File: config.mk
export PLATFORM = sky130hd
export DESIGN_NAME = xcs_mode_ctrl
export DESIGN_NICKNAME = d
export VERILOG_FILES = /design/src/rtl/xcs_mode_pkg.sv /design/src/rtl/xcs_mode_reg.sv /design/src/rtl/xcs_cs_gen.sv /design/src/rtl/xcs_line_drv.sv /design/src/rtl/xcs_mode_ctrl.sv
export SDC_FILE = /design/constraint.sdc
export NUM_CORES = 1
export LEC_CHECK = 0
export BUFFER_PORTS_ARGS = -buffer_cell sky130_fd_sc_hd__buf_2
export CAP_MARGIN = 25
export CORE_UTILIZATION = 45
export DETAILED_ROUTE_END_ITERATION = 10
export PLACE_DENSITY_LB_ADDON = 0.25
export RECOVER_POWER = 50
export SLEW_MARGIN = 20
export SYNTH_ARGS = -nofsm -noshare
export SYNTH_HDL_FRONTEND = slang
export SYNTH_HIERARCHICAL = 1
export SYNTH_SLANG_ARGS = --single-unit
File: constraint.sdc
create_clock -name clk -period 1.8 [get_ports clk]
set_input_delay 0.45 -clock clk [delete_from_list [all_inputs] [get_ports clk]]
set_output_delay 0.45 -clock clk [all_outputs]
set_load 0.01 [all_outputs]
File: src/rtl/xcs_mode_pkg.sv
package xcs_mode_pkg;

   localparam int MR_W = 8;

   // Field positions of the mode register (bit 0 reserved)
   localparam int B_LOCK  = 7;
   localparam int B_STAT  = 6;
   localparam int B_SMIEN = 5;
   localparam int B_POL   = 4;
   localparam int B_TRD   = 2;
   localparam int B_TWR   = 3;
   localparam int B_MODE  = 1;

   typedef struct packed {
      logic       lock;
      logic       stat;
      logic       smi_en;
      logic       pol;
      logic [1:0] tim;     // [1] write strobe-timed, [0] read strobe-timed
      logic       mode;
   } xcs_cfg_t;

   function automatic logic [MR_W-1:0] cfg_to_byte(xcs_cfg_t c);
      return {c, 1'b0};
   endfunction

endpackage

File: src/rtl/xcs_mode_reg.sv
module xcs_mode_reg
   import xcs_mode_pkg::*;
(
   input  logic            clk,
   input  logic            rst_n,
   input  logic            unlock_i,
   input  logic            wr_en_i,
   input  logic [MR_W-1:0] wdata_i,
   input  logic            hit_i,
   output xcs_cfg_t        cfg_o,
   output logic [MR_W-1:0] rdata_o
);

   xcs_cfg_t cfg_q;

   always_ff @(posedge clk) begin
      if (!rst_n) begin
         cfg_q <= '0;
      end else begin
         // lock: set-only by software, cleared by unlock pulse
         if (unlock_i)
            cfg_q.lock <= 1'b0;
         else if (wr_en_i && wdata_i[B_LOCK])
            cfg_q.lock <= 1'b1;

         // configuration fields, frozen by the lock
         if (wr_en_i && !cfg_q.lock) begin
            cfg_q.smi_en <= wdata_i[B_SMIEN];
            cfg_q.pol    <= wdata_i[B_POL];
            cfg_q.tim    <= {wdata_i[B_TWR], wdata_i[B_TRD]};
            cfg_q.mode   <= wdata_i[B_MODE];
         end

         // status: hit wins over write-one-to-clear
         if (hit_i)
            cfg_q.stat <= 1'b1;
         else if (wr_en_i && wdata_i[B_STAT])
            cfg_q.stat <= 1'b0;
      end
   end

   assign cfg_o   = cfg_q;
   assign rdata_o = cfg_to_byte(cfg_q);

endmodule

File: src/rtl/xcs_cs_gen.sv
module xcs_cs_gen
   import xcs_mode_pkg::*;
(
   input  xcs_cfg_t cfg_i,
   input  logic     sel_i,
   input  logic     write_i,
   input  logic     strobe_i,
   output logic     cs_o
);

   logic [1:0] tim_eff;
   logic       strobe_timed;
   logic       asserted;

   always_comb begin
      tim_eff      = cfg_i.mode ? 2'b00 : cfg_i.tim;
      strobe_timed = write_i ? tim_eff[1] : tim_eff[0];
      asserted     = sel_i && (!strobe_timed || strobe_i);
      cs_o         = cfg_i.pol ? asserted : !asserted;
   end

endmodule

File: src/rtl/xcs_line_drv.sv
module xcs_line_drv (
   input  logic mode_i,
   input  logic active_i,
   input  logic write_i,
   input  logic strobe_i,
   output logic wr_line_o,
   output logic rd_line_o
);

   always_comb begin
      if (mode_i) begin
         wr_line_o = !(active_i && write_i);
         rd_line_o = active_i && strobe_i;
      end else begin
         wr_line_o = !(active_i && write_i && strobe_i);
         rd_line_o = !(active_i && !write_i && strobe_i);
      end
   end

endmodule

File: src/rtl/xcs_mode_ctrl.sv
module xcs_mode_ctrl
   import xcs_mode_pkg::*;
#(
   parameter int  NUM_CH  = 4,
   parameter bit  SMI_REG = 1'b0,
   localparam int CH_W    = (NUM_CH > 1) ? $clog2(NUM_CH) : 1
) (
   input  logic              clk,
   input  logic              rst_n,
   input  logic              unlock_i,
   input  logic              reg_wr_i,
   input  logic [CH_W-1:0]   reg_sel_i,
   input  logic [MR_W-1:0]   reg_wdata_i,
   output logic [MR_W-1:0]   reg_rdata_o,
   input  logic [CH_W-1:0]   bus_ch_i,
   input  logic              bus_active_i,
   input  logic              bus_write_i,
   input  logic              bus_strobe_i,
   output logic [NUM_CH-1:0] cs_o,
   output logic              wr_line_o,
   output logic              rd_line_o,
   output logic              smi_req_o
);

   if (NUM_CH < 1 || NUM_CH > 16) begin : g_bad_ch
      $error("xcs_mode_ctrl: NUM_CH must be 1..16");
   end

   xcs_cfg_t          cfg_arr [NUM_CH];
   logic [MR_W-1:0]   rd_arr  [NUM_CH];
   logic [NUM_CH-1:0] lock_vec;
   logic [NUM_CH-1:0] stat_vec;
   logic [NUM_CH-1:0] en_vec;
   logic [NUM_CH-1:0] pol_vec;
   logic              line_mode;
   logic              smi_raw;

   for (genvar i = 0; i < NUM_CH; i++) begin : g_ch
      logic hit;
      logic wr_en;
      logic sel;

      assign sel   = bus_active_i && (bus_ch_i == CH_W'(i));
      assign hit   = sel && bus_write_i && bus_strobe_i;
      assign wr_en = reg_wr_i && (reg_sel_i == CH_W'(i));

      xcs_mode_reg u_reg (
         .clk      (clk),
         .rst_n    (rst_n),
         .unlock_i (unlock_i),
         .wr_en_i  (wr_en),
         .wdata_i  (reg_wdata_i),
         .hit_i    (hit),
         .cfg_o    (cfg_arr[i]),
         .rdata_o  (rd_arr[i])
      );

      xcs_cs_gen u_cs (
         .cfg_i    (cfg_arr[i]),
         .sel_i    (sel),
         .write_i  (bus_write_i),
         .strobe_i (bus_strobe_i),
         .cs_o     (cs_o[i])
      );

      assign lock_vec[i] = cfg_arr[i].lock;
      assign stat_vec[i] = cfg_arr[i].stat;
      assign en_vec[i]   = cfg_arr[i].smi_en;
      assign pol_vec[i]  = cfg_arr[i].pol;
   end

   always_comb begin
      reg_rdata_o = '0;
      line_mode   = 1'b0;
      for (int i = 0; i < NUM_CH; i++) begin
         if (reg_sel_i == CH_W'(i)) reg_rdata_o = rd_arr[i];
         if (bus_ch_i  == CH_W'(i)) line_mode   = cfg_arr[i].mode;
      end
   end

   xcs_line_drv u_lines (
      .mode_i    (line_mode),
      .active_i  (bus_active_i),
      .write_i   (bus_write_i),
      .strobe_i  (bus_strobe_i),
      .wr_line_o (wr_line_o),
      .rd_line_o (rd_line_o)
   );

   assign smi_raw = |(stat_vec & en_vec);

   if (SMI_REG) begin : g_smi_ff
      logic smi_q;
      always_ff @(posedge clk) begin
         if (!rst_n) smi_q <= 1'b0;
         else        smi_q <= smi_raw;
      end
      assign smi_req_o = smi_q;
   end else begin : g_smi_comb
      assign smi_req_o = smi_raw;
   end

endmodule

; Word-level counts from Yosys, hierarchy flattened
; Cells that the tools add are included.
; Widths: inputs -> output; s select.
[word_totals]
reg_bits = 28
latch_bits = 0
ramBits = 0
mem_bits_ro = 0
in_bits = 19
out_inout_bits = 15
wordCells = 127
mem_count = 0
[classes]
addsub = 0
n_mul = 0
div_mod_pow = 0
magnitude_cmp = 0
eq_ne = 6
n_shift = 0
n_mux = 30
bitwise_logic = 2
reduce_logical = 65
[ops]
columns = cell, n
row1 = $logic_and 1x1->1, 37
row2 = $mux 8, 4
row3 = $mux 1, 22
row4 = $logic_not 1->1, 16
row5 = $eq 2x2->1 const B, 4
row6 = $mux 2, 4
row7 = $reduce_bool 2->1, 4
row8 = $and 4x4->4, 1
row9 = $eq 2x1->1 const B, 2
row10 = $logic_not 2->1, 2
row11 = $logic_or 1x1->1, 4
row12 = $reduce_or 4->1, 1
row13 = $reduce_or 2->1, 1
row14 = $not 1->1, 1

; Depth between registers and ports, before layout
; Gate-level depths: netlist of run 1.
[depth]
depth_word = 7
depth_mapped = 6

; Hierarchy
; Netlist of run 1, hierarchy kept.
[by_module_without_submodules]
columns = mod, instances, cells_each, area_per_inst_um2
row1 = xcs_mode_reg, 4, 39, 349.1
row2 = xcs_mode_ctrl, 1, 31, 350.3
row3 = xcs_cs_gen, 4, 3, 31.3
row4 = xcs_line_drv, 1, 4, 25.0

; Worst setup path after synthesis of run 1
; Ideal clock, no wire load.
[synth_path]
path_type = input -> output
from = input port bus_ch_i[0]
to = output port wr_line_o
arrival_time_ns = 1.387
path_slack_ns = -0.037
stages = 3
path_cell_list = buf_2 mux4_2 o211ai_1
[synth_between]
elab_chain_len = 6
elab_cells_between_ends = 9
classes_between = 3 x eq/ne / 5 x mux / 1 x reduce/logical
[synth_lines]
columns = element, line
row1 = "start, declared", xcs_mode_ctrl.sv:15  ; input logic [CH_W-1:0] bus_ch_i,
row2 = $logic_not 2->1, xcs_mode_ctrl.sv:77  ; if (bus_ch_i == CH_W'(i)) line_mode = cfg_arr[i].mode;
row3 = $mux 1 (3 in a row), xcs_mode_ctrl.sv:77
row4 = $mux 1 (*), xcs_mode_ctrl.sv:77
row5 = net line_mode, xcs_mode_ctrl.sv:35  ; logic line_mode;
row6 = $mux 1 (*), xcs_line_drv.sv:11  ; if (mode_i) begin
row7 = "end, declared", xcs_mode_ctrl.sv:20  ; output logic wr_line_o,
; The timed path passes the listed nets; every way through them passes the cells marked *.

; Final worst setup path of run 1
[layout_path]
from = input port reg_sel_i[1]
to = output port reg_rdata_o[5]
[layout_between]
elab_chain_len = 5
elab_cells_between_ends = 8
classes_between = 3 x eq/ne / 4 x mux / 1 x reduce/logical
[layout_lines]
columns = element, line
row1 = "start, declared", xcs_mode_ctrl.sv:12  ; input logic [CH_W-1:0] reg_sel_i,
row2 = $logic_not 2->1, xcs_mode_ctrl.sv:76  ; if (reg_sel_i == CH_W'(i)) reg_rdata_o = rd_arr[i];
row3 = $mux 8 (3 in a row), xcs_mode_ctrl.sv:76
row4 = $mux 8 (*), xcs_mode_ctrl.sv:76
row5 = "end, declared", xcs_mode_ctrl.sv:14  ; output logic [MR_W-1:0] reg_rdata_o,
; Mark *: on every way between the ends. The rest lies on a longest branch, timed or not.

==> impl_metrics.env, run 1 <==
export IMPL_grt_ovfl_total=0
export IMPL_status="finished, violations left"
export IMPL_routabilityCongestion=0.775
export IMPL_antenna_left=0
export IMPL_mappedNetlistArea_um2=1900
export IMPL_endpoint_kind="output port"
export IMPL_areaGrowthSynthToFinish_pct=8.51
export IMPL_finalHoldViolCount=0
export IMPL_grt_max_degree=34
export IMPL_r2r_start="g_ch[1].u_reg/cfg_o[6]$_SDFFE_PP0P_"
export IMPL_final_cell_mix="nand2_1, buf_2, mux2i_1"
export IMPL_cts_buffers=3
export IMPL_dp_cells=248
export IMPL_placed_area_um2=1860
export IMPL_path_max_fanout=12
export IMPL_largest_register_ff_count=28
export IMPL_die_area_um2=4480
export IMPL_drtPass1Iterations=4
export IMPL_setup_violations=9
export IMPL_cts_clk_slew_worst_paths_ns=0.10
export IMPL_fin_crit_sh=1.07
export IMPL_nets=224
export IMPL_drive_gt1_frac=0.358
export IMPL_final_fill_count=375
export IMPL_slowest_stage="clkbuf_1"
export IMPL_cts_root_buf="clkbuf_8"
export IMPL_cts_sinks=28
export IMPL_avgSynthCellArea_um2=9.34
export IMPL_cellPowerDensity_nw_per_um2=674
export IMPL_timing_slew_headroom=0.592
export IMPL_dp_hpwl_um=2960
export IMPL_fin_area_um2=2060
export IMPL_critPathArrivalTime_ns=1.47
export IMPL_drt_total_wl_um=3870
export IMPL_holdWs_ns=0.386
export IMPL_grt_pass1_wl_um=5890
export IMPL_cts_tree="done"
export IMPL_grt_pass1_vias=1243
export IMPL_critical_path_max_stage_delay_ns=0.46
export IMPL_htreeDepth=1
export IMPL_ir_drop_mv=0.282
export IMPL_routedWlPerCell_um=15.2
export IMPL_startpoint_type="primary input"
export IMPL_min_path_type="primary input to register"
export IMPL_reg2regPathDepth=2
export IMPL_min_period_ns=1.92
export IMPL_layout_commonest_cell="nand2_1"
export IMPL_die_x_um=66.9
export IMPL_hold_end="g_ch[0].u_reg/cfg_o[6]$_SDFFE_PP0P_"
export IMPL_rrSetupSlack_ns=0.88
export IMPL_finClkSkew_ns=0.00190
export IMPL_num_rows=23
export IMPL_multi_input_area_um2=1060
export IMPL_crit_type="primary input to output port"
export IMPL_drc=0
export IMPL_fin_ws_ns=-0.120
export IMPL_violations="negative setup slack"
export IMPL_synth_nets=222
export IMPL_seqCellArea_um2=576
export IMPL_netlist_cell_type_count=27
export IMPL_leakagePower_nw=0.804
export IMPL_instances_no_fill=254
export IMPL_core_area_um2=4030
export IMPL_start_util=0.471
export IMPL_yosys_warnings=6
export IMPL_r2r_end="g_ch[1].u_reg/cfg_o[2]$_SDFFE_PN0P_"
export IMPL_io_pins=34
export IMPL_postSynthCellCount=203
export IMPL_diodes=0
export IMPL_vias=1329
export IMPL_die_h_um=66.9
export IMPL_track_usage=0.177
export IMPL_cts_buffer_depth=2
export IMPL_synth_seq_area_share=0.296
export IMPL_hold_start="unlock_i"
export IMPL_worst_slew_pin_slew_ns=0.613
export IMPL_clock_latency_ns=0.28
export IMPL_min_path_cells=2
export IMPL_via_per_inst=5.23
export IMPL_drv_cap=0
export IMPL_place_port_buffers=31
export IMPL_fmax_mhz=521
export IMPL_antenna_found_initial=0
export IMPL_synth_seq_cells=28
export IMPL_maxSlewViolCount=0
export IMPL_rsz0062_at_grt="true"
export IMPL_path_cells="clkbuf_1 > mux4_2 > buf_2"
export IMPL_crit_path_start="reg_sel_i[1]"
export IMPL_drtIter0Drc=47
export IMPL_cp_required_ns=1.35
==> critical path, delay by kind of cell <==
| family | cells | cell delay, ns |
|---|---|---|
| mux | 1 | 0.40 |
| buf+inv | 2 | 0.61 |
==> synth_stat cells (all sizes together) <==
library cell / n / share of area
o21ai: 4 / 0.011
a22oi: 2 / 0.0079
and3: 2 / 0.0073
a31oi: 4 / 0.013
buf: 43 / 0.17
and3b: 3 / 0.015
nor3b: 8 / 0.032
nor3: 1 / 0.0026
o31ai: 4 / 0.026
nor2: 3 / 0.0059
nor2b: 4 / 0.029
dfxtp: 28 / 0.30
inv: 4 / 0.0079
clkbuf: 1 / 0.0020
xor2: 4 / 0.018
mux2i: 25 / 0.13
o211ai: 1 / 0.0040
nand2: 44 / 0.087
a21oi: 4 / 0.011
mux4: 9 / 0.11
conb: 4 / 0.0079
nand3: 1 / 0.0026
==> final cells by class <==
| class | count | share of cell area |
|---|---|---|
| tap | 50 | 0.0304 |
| clock inverter | 1 | 0.0146 |
| inverter | 4 | 0.00729 |
| sequential | 28 | 0.280 |
| multi-input combinational | 127 | 0.514 |
| timing repair buffer | 41 | 0.134 |
| clock buffer | 3 | 0.0201 |
==> what timing repair did <==
action | in CTS | in global routing
setup buffers | 1 | 1
pin swaps | 2 | 8
gates resized for setup | 4 | 28
setup endpoints to repair | 11 | 8
cloned | 0 | 0
hold buffers | 0 | 0
==> power breakdown <==
group / switching [W] / leakage, nW / total [W] / internal [W]
clock: 0.000202 / 0.0357 / 0.000499 / 0.000298
sequential: 0.0000169 / 0.232 / 0.000654 / 0.000637
combinational: 0.000121 / 0.537 / 0.000235 / 0.000114
total: 0.000339 / 0.804 / 0.00139 / 0.00105
==> worst max path at each step <==
stage | endpoint | cells after the start
floorplan | wr_line_o | 3
global placement | reg_rdata_o[7] | 3
detailed placement | reg_rdata_o[7] | 3
CTS | wr_line_o | 3
global route | wr_line_o | 3
finish | reg_rdata_o[5] | 3
==> through the flow <==
step / total power, W / TNS (ns) / util / worst slack (ns)
2_1_floorplan: 0.000831 / 0 / - / 0.0150
3_3_place_gp: 0.000869 / -0.609 / 0.461 / -0.111
3_5_place_dp: 0.000877 / -0.786 / 0.461 / -0.126
4_1_cts: 0.00137 / -0.197 / 0.484 / -0.105
5_1_grt: 0.00144 / -1.50 / 0.511 / -0.168
6_report: 0.00139 / -0.884 / 0.511 / -0.120
==> layer usage <==
metal  GRT usage  up-vias  share of wire
met3      0.0223        4          0.032
met1       0.233      636           0.45
met5           0        -              0
li1            -      667              -
met2       0.294       22           0.50
met4      0.0638        0          0.013
==> logic make-up after synthesis <==
| kind of cell | after synthesis | synth area share |
|---|---|---|
| buf+inv | 48 | 0.182 |
| compound gates | 19 | 0.0726 |
| xor+xnor | 4 | 0.0185 |
| other cells | 4 | 0.00791 |
| flops | 28 | 0.296 |
| mux | 34 | 0.243 |
| simple gates | 66 | 0.181 |
No activity file was read; power rests on OpenSTA's default activity.
==> inputs of run 2 (changes only) <==
- MAX_ROUTING_LAYER: default -> met4
- TNS_END_PERCENT: default -> 100
- clock period: 1.8 -> 1.6 ns (I/O delays scaled with it)
==> impl_metrics.env, run 2 (synthesis results as in run 1) <==
export IMPL_maxSlewViolCount=0
export IMPL_m1WireLength_um=1830
export IMPL_drtIter0Drc=80
export IMPL_fmax_mhz=543
export IMPL_clock_latency_ns=0.27
export IMPL_swShare=0.263
export IMPL_path_cells="mux4_2 > nor2_1 > mux2i_1 > buf_2"
export IMPL_nets=245
export IMPL_drc=0
export IMPL_cts_sinks=28
export IMPL_htreeDepth=1
export IMPL_fin_crit_sh=1.15
export IMPL_slowest_stage="mux4_2"
export IMPL_die_area_um2=4480
export IMPL_cts_buffers=3
export IMPL_place_port_buffers=31
export IMPL_grt_max_degree=49
export IMPL_final_fill_count=364
export IMPL_pwr_share_seq=0.525
export IMPL_ir_drop_mv=0.275
export IMPL_io_pins=34
export IMPL_track_usage=0.196
export IMPL_dp_hpwl_um=2840
export IMPL_status="finished, violations left"
export IMPL_grt_pass1_wl_um=6400
export IMPL_vias=1424
export IMPL_cellPowerDensity_nw_per_um2=639
export IMPL_timing_slew_headroom=0.541
export IMPL_final_cell_mix="nand2_1, dfxtp_2, buf_4, buf_2, mux2i_1"
export IMPL_holdWs_ns=0.323
export IMPL_violations="negative setup slack"
export IMPL_total_power_w=0.00140
export IMPL_wl_met3_um=128
export IMPL_drt_total_wl_um=4000
export IMPL_min_period_ns=1.84
export IMPL_min_path_type="primary input to register"
export IMPL_leakagePower_nw=0.887
export IMPL_power_frac_comb=0.206
export IMPL_antenna_left=0
export IMPL_critPathArrivalTime_ns=1.44
export IMPL_drive_gt1_frac=0.496
export IMPL_cp_required_ns=1.20
export IMPL_rsz0062_at_grt="true"
export IMPL_cts_root_buf="clkbuf_8"
export IMPL_start_util=0.471
export IMPL_crit_type="register to output port"
export IMPL_diodes=0
export IMPL_dr_wl_met2_um=1980
export IMPL_grt_ovfl_total=0
export IMPL_setup_tns_final_ns=-1.83
export IMPL_intPower_w=0.00103
export IMPL_crit_buf_inv=1
export IMPL_top_layer_used="met4"
export IMPL_dp_slack_ns=-0.219
export IMPL_areaGrowthSynthToFinish_pct=15.8
export IMPL_num_rows=23
export IMPL_startpoint_type="register"
export IMPL_die_x_um=66.9
export IMPL_core_area_um2=4030
export IMPL_placed_area_um2=1900
export IMPL_routabilityCongestion=0.845
export IMPL_path_max_fanout=3
export IMPL_die_h_um=66.9
export IMPL_via_per_inst=5.20
export IMPL_critical_path_max_stage_delay_ns=0.49
export IMPL_finalHoldViolCount=0
export IMPL_endpoint_kind="output port"
export IMPL_routedWlPerCell_um=14.6
export IMPL_drv_cap=0
export IMPL_setup_violations=18
export IMPL_cts_clk_slew_worst_paths_ns=0.09
export IMPL_layout_commonest_cell="nand2_1"
export IMPL_fin_ws_ns=-0.241
export IMPL_crit_family="multiplexers"
export IMPL_p_sw_w=0.000370
export IMPL_drtPass1Iterations=4
export IMPL_grt_pass1_vias=1378
export IMPL_antenna_found_initial=0
export IMPL_p_clk_frac=0.269
export IMPL_finClkSkew_ns=0.00164
export IMPL_cts_tree="done"
export IMPL_largest_register_ff_count=28
export IMPL_worst_slew_pin_slew_ns=0.687
export IMPL_fin_area_um2=2200
export IMPL_cts_buffer_depth=2
[run 2: worst reg2reg max path: cells and delay by family (launching register included)]
family,cells,cell delay [ns]
and+or+nand+nor,1,0.54
muxes,1,0.26
DFF,1,0.32
buffers and inverters,1,0.13
[run 2: metal layers]
layer | track usage | vias to the layer above
li1 | - | 701
met1 | 0.250 | 685
met2 | 0.322 | 33
met3 | 0.0154 | 5
met4 | 0.0718 | 0
met5 | - | -
[run 2: stage by stage]
| step | std cells | util |
|---|---|---|
| floorplan | 203 | - |
| global placement | 254 | 0.472 |
| detailed placement | 254 | 0.472 |
| CTS | 273 | 0.544 |
| global route | 274 | 0.545 |
| finish | 274 | 0.545 |
[run 2: power by group through the flow]
stage               Sequential, W  Combinational (W)  Clock, W
floorplan                0.000748           0.000188         0
global placement         0.000750           0.000236         0
detailed placement       0.000750           0.000244         0
CTS                      0.000735           0.000288  0.000390
global route             0.000739           0.000314  0.000420
finish                   0.000736           0.000289  0.000378
[run 2: final cells by class]
class                           instances  area (µm²)  share of cell area
Timing Repair Buffer                   62         443               0.202
Inverter                                4        15.0             0.00683
Clock buffer                            3        41.3              0.0188
Sequential cell                        28         594               0.271
Tap cell                               50        62.6              0.0285
Multi-Input combinational cell        127        1040               0.474
[run 2: repair_timing]
action	in CTS	in global routing
pin swaps	11	7
setup buffers	16	1
hold buffers	0	0
setup endpoints to repair	13	14
gates resized for setup	46	8
[run 2: final timing paths]
kind                            depth (start not counted)                                  end                           startpoint  slack (ns)
worst max-delay path                                    4                            rd_line_o  g_ch[3].u_reg/cfg_o[0]$_SDFFE_PN0P_       -0.24
worst min-delay path                                    2  g_ch[2].u_reg/cfg_o[6]$_SDFFE_PP0P_                             unlock_i        0.32
worst max register to register                          3  g_ch[1].u_reg/cfg_o[1]$_SDFFE_PN0P_  g_ch[1].u_reg/cfg_o[6]$_SDFFE_PP0P_        0.28
worst min register to register                          2  g_ch[0].u_reg/cfg_o[1]$_SDFFE_PN0P_  g_ch[0].u_reg/cfg_o[1]$_SDFFE_PN0P_        0.48
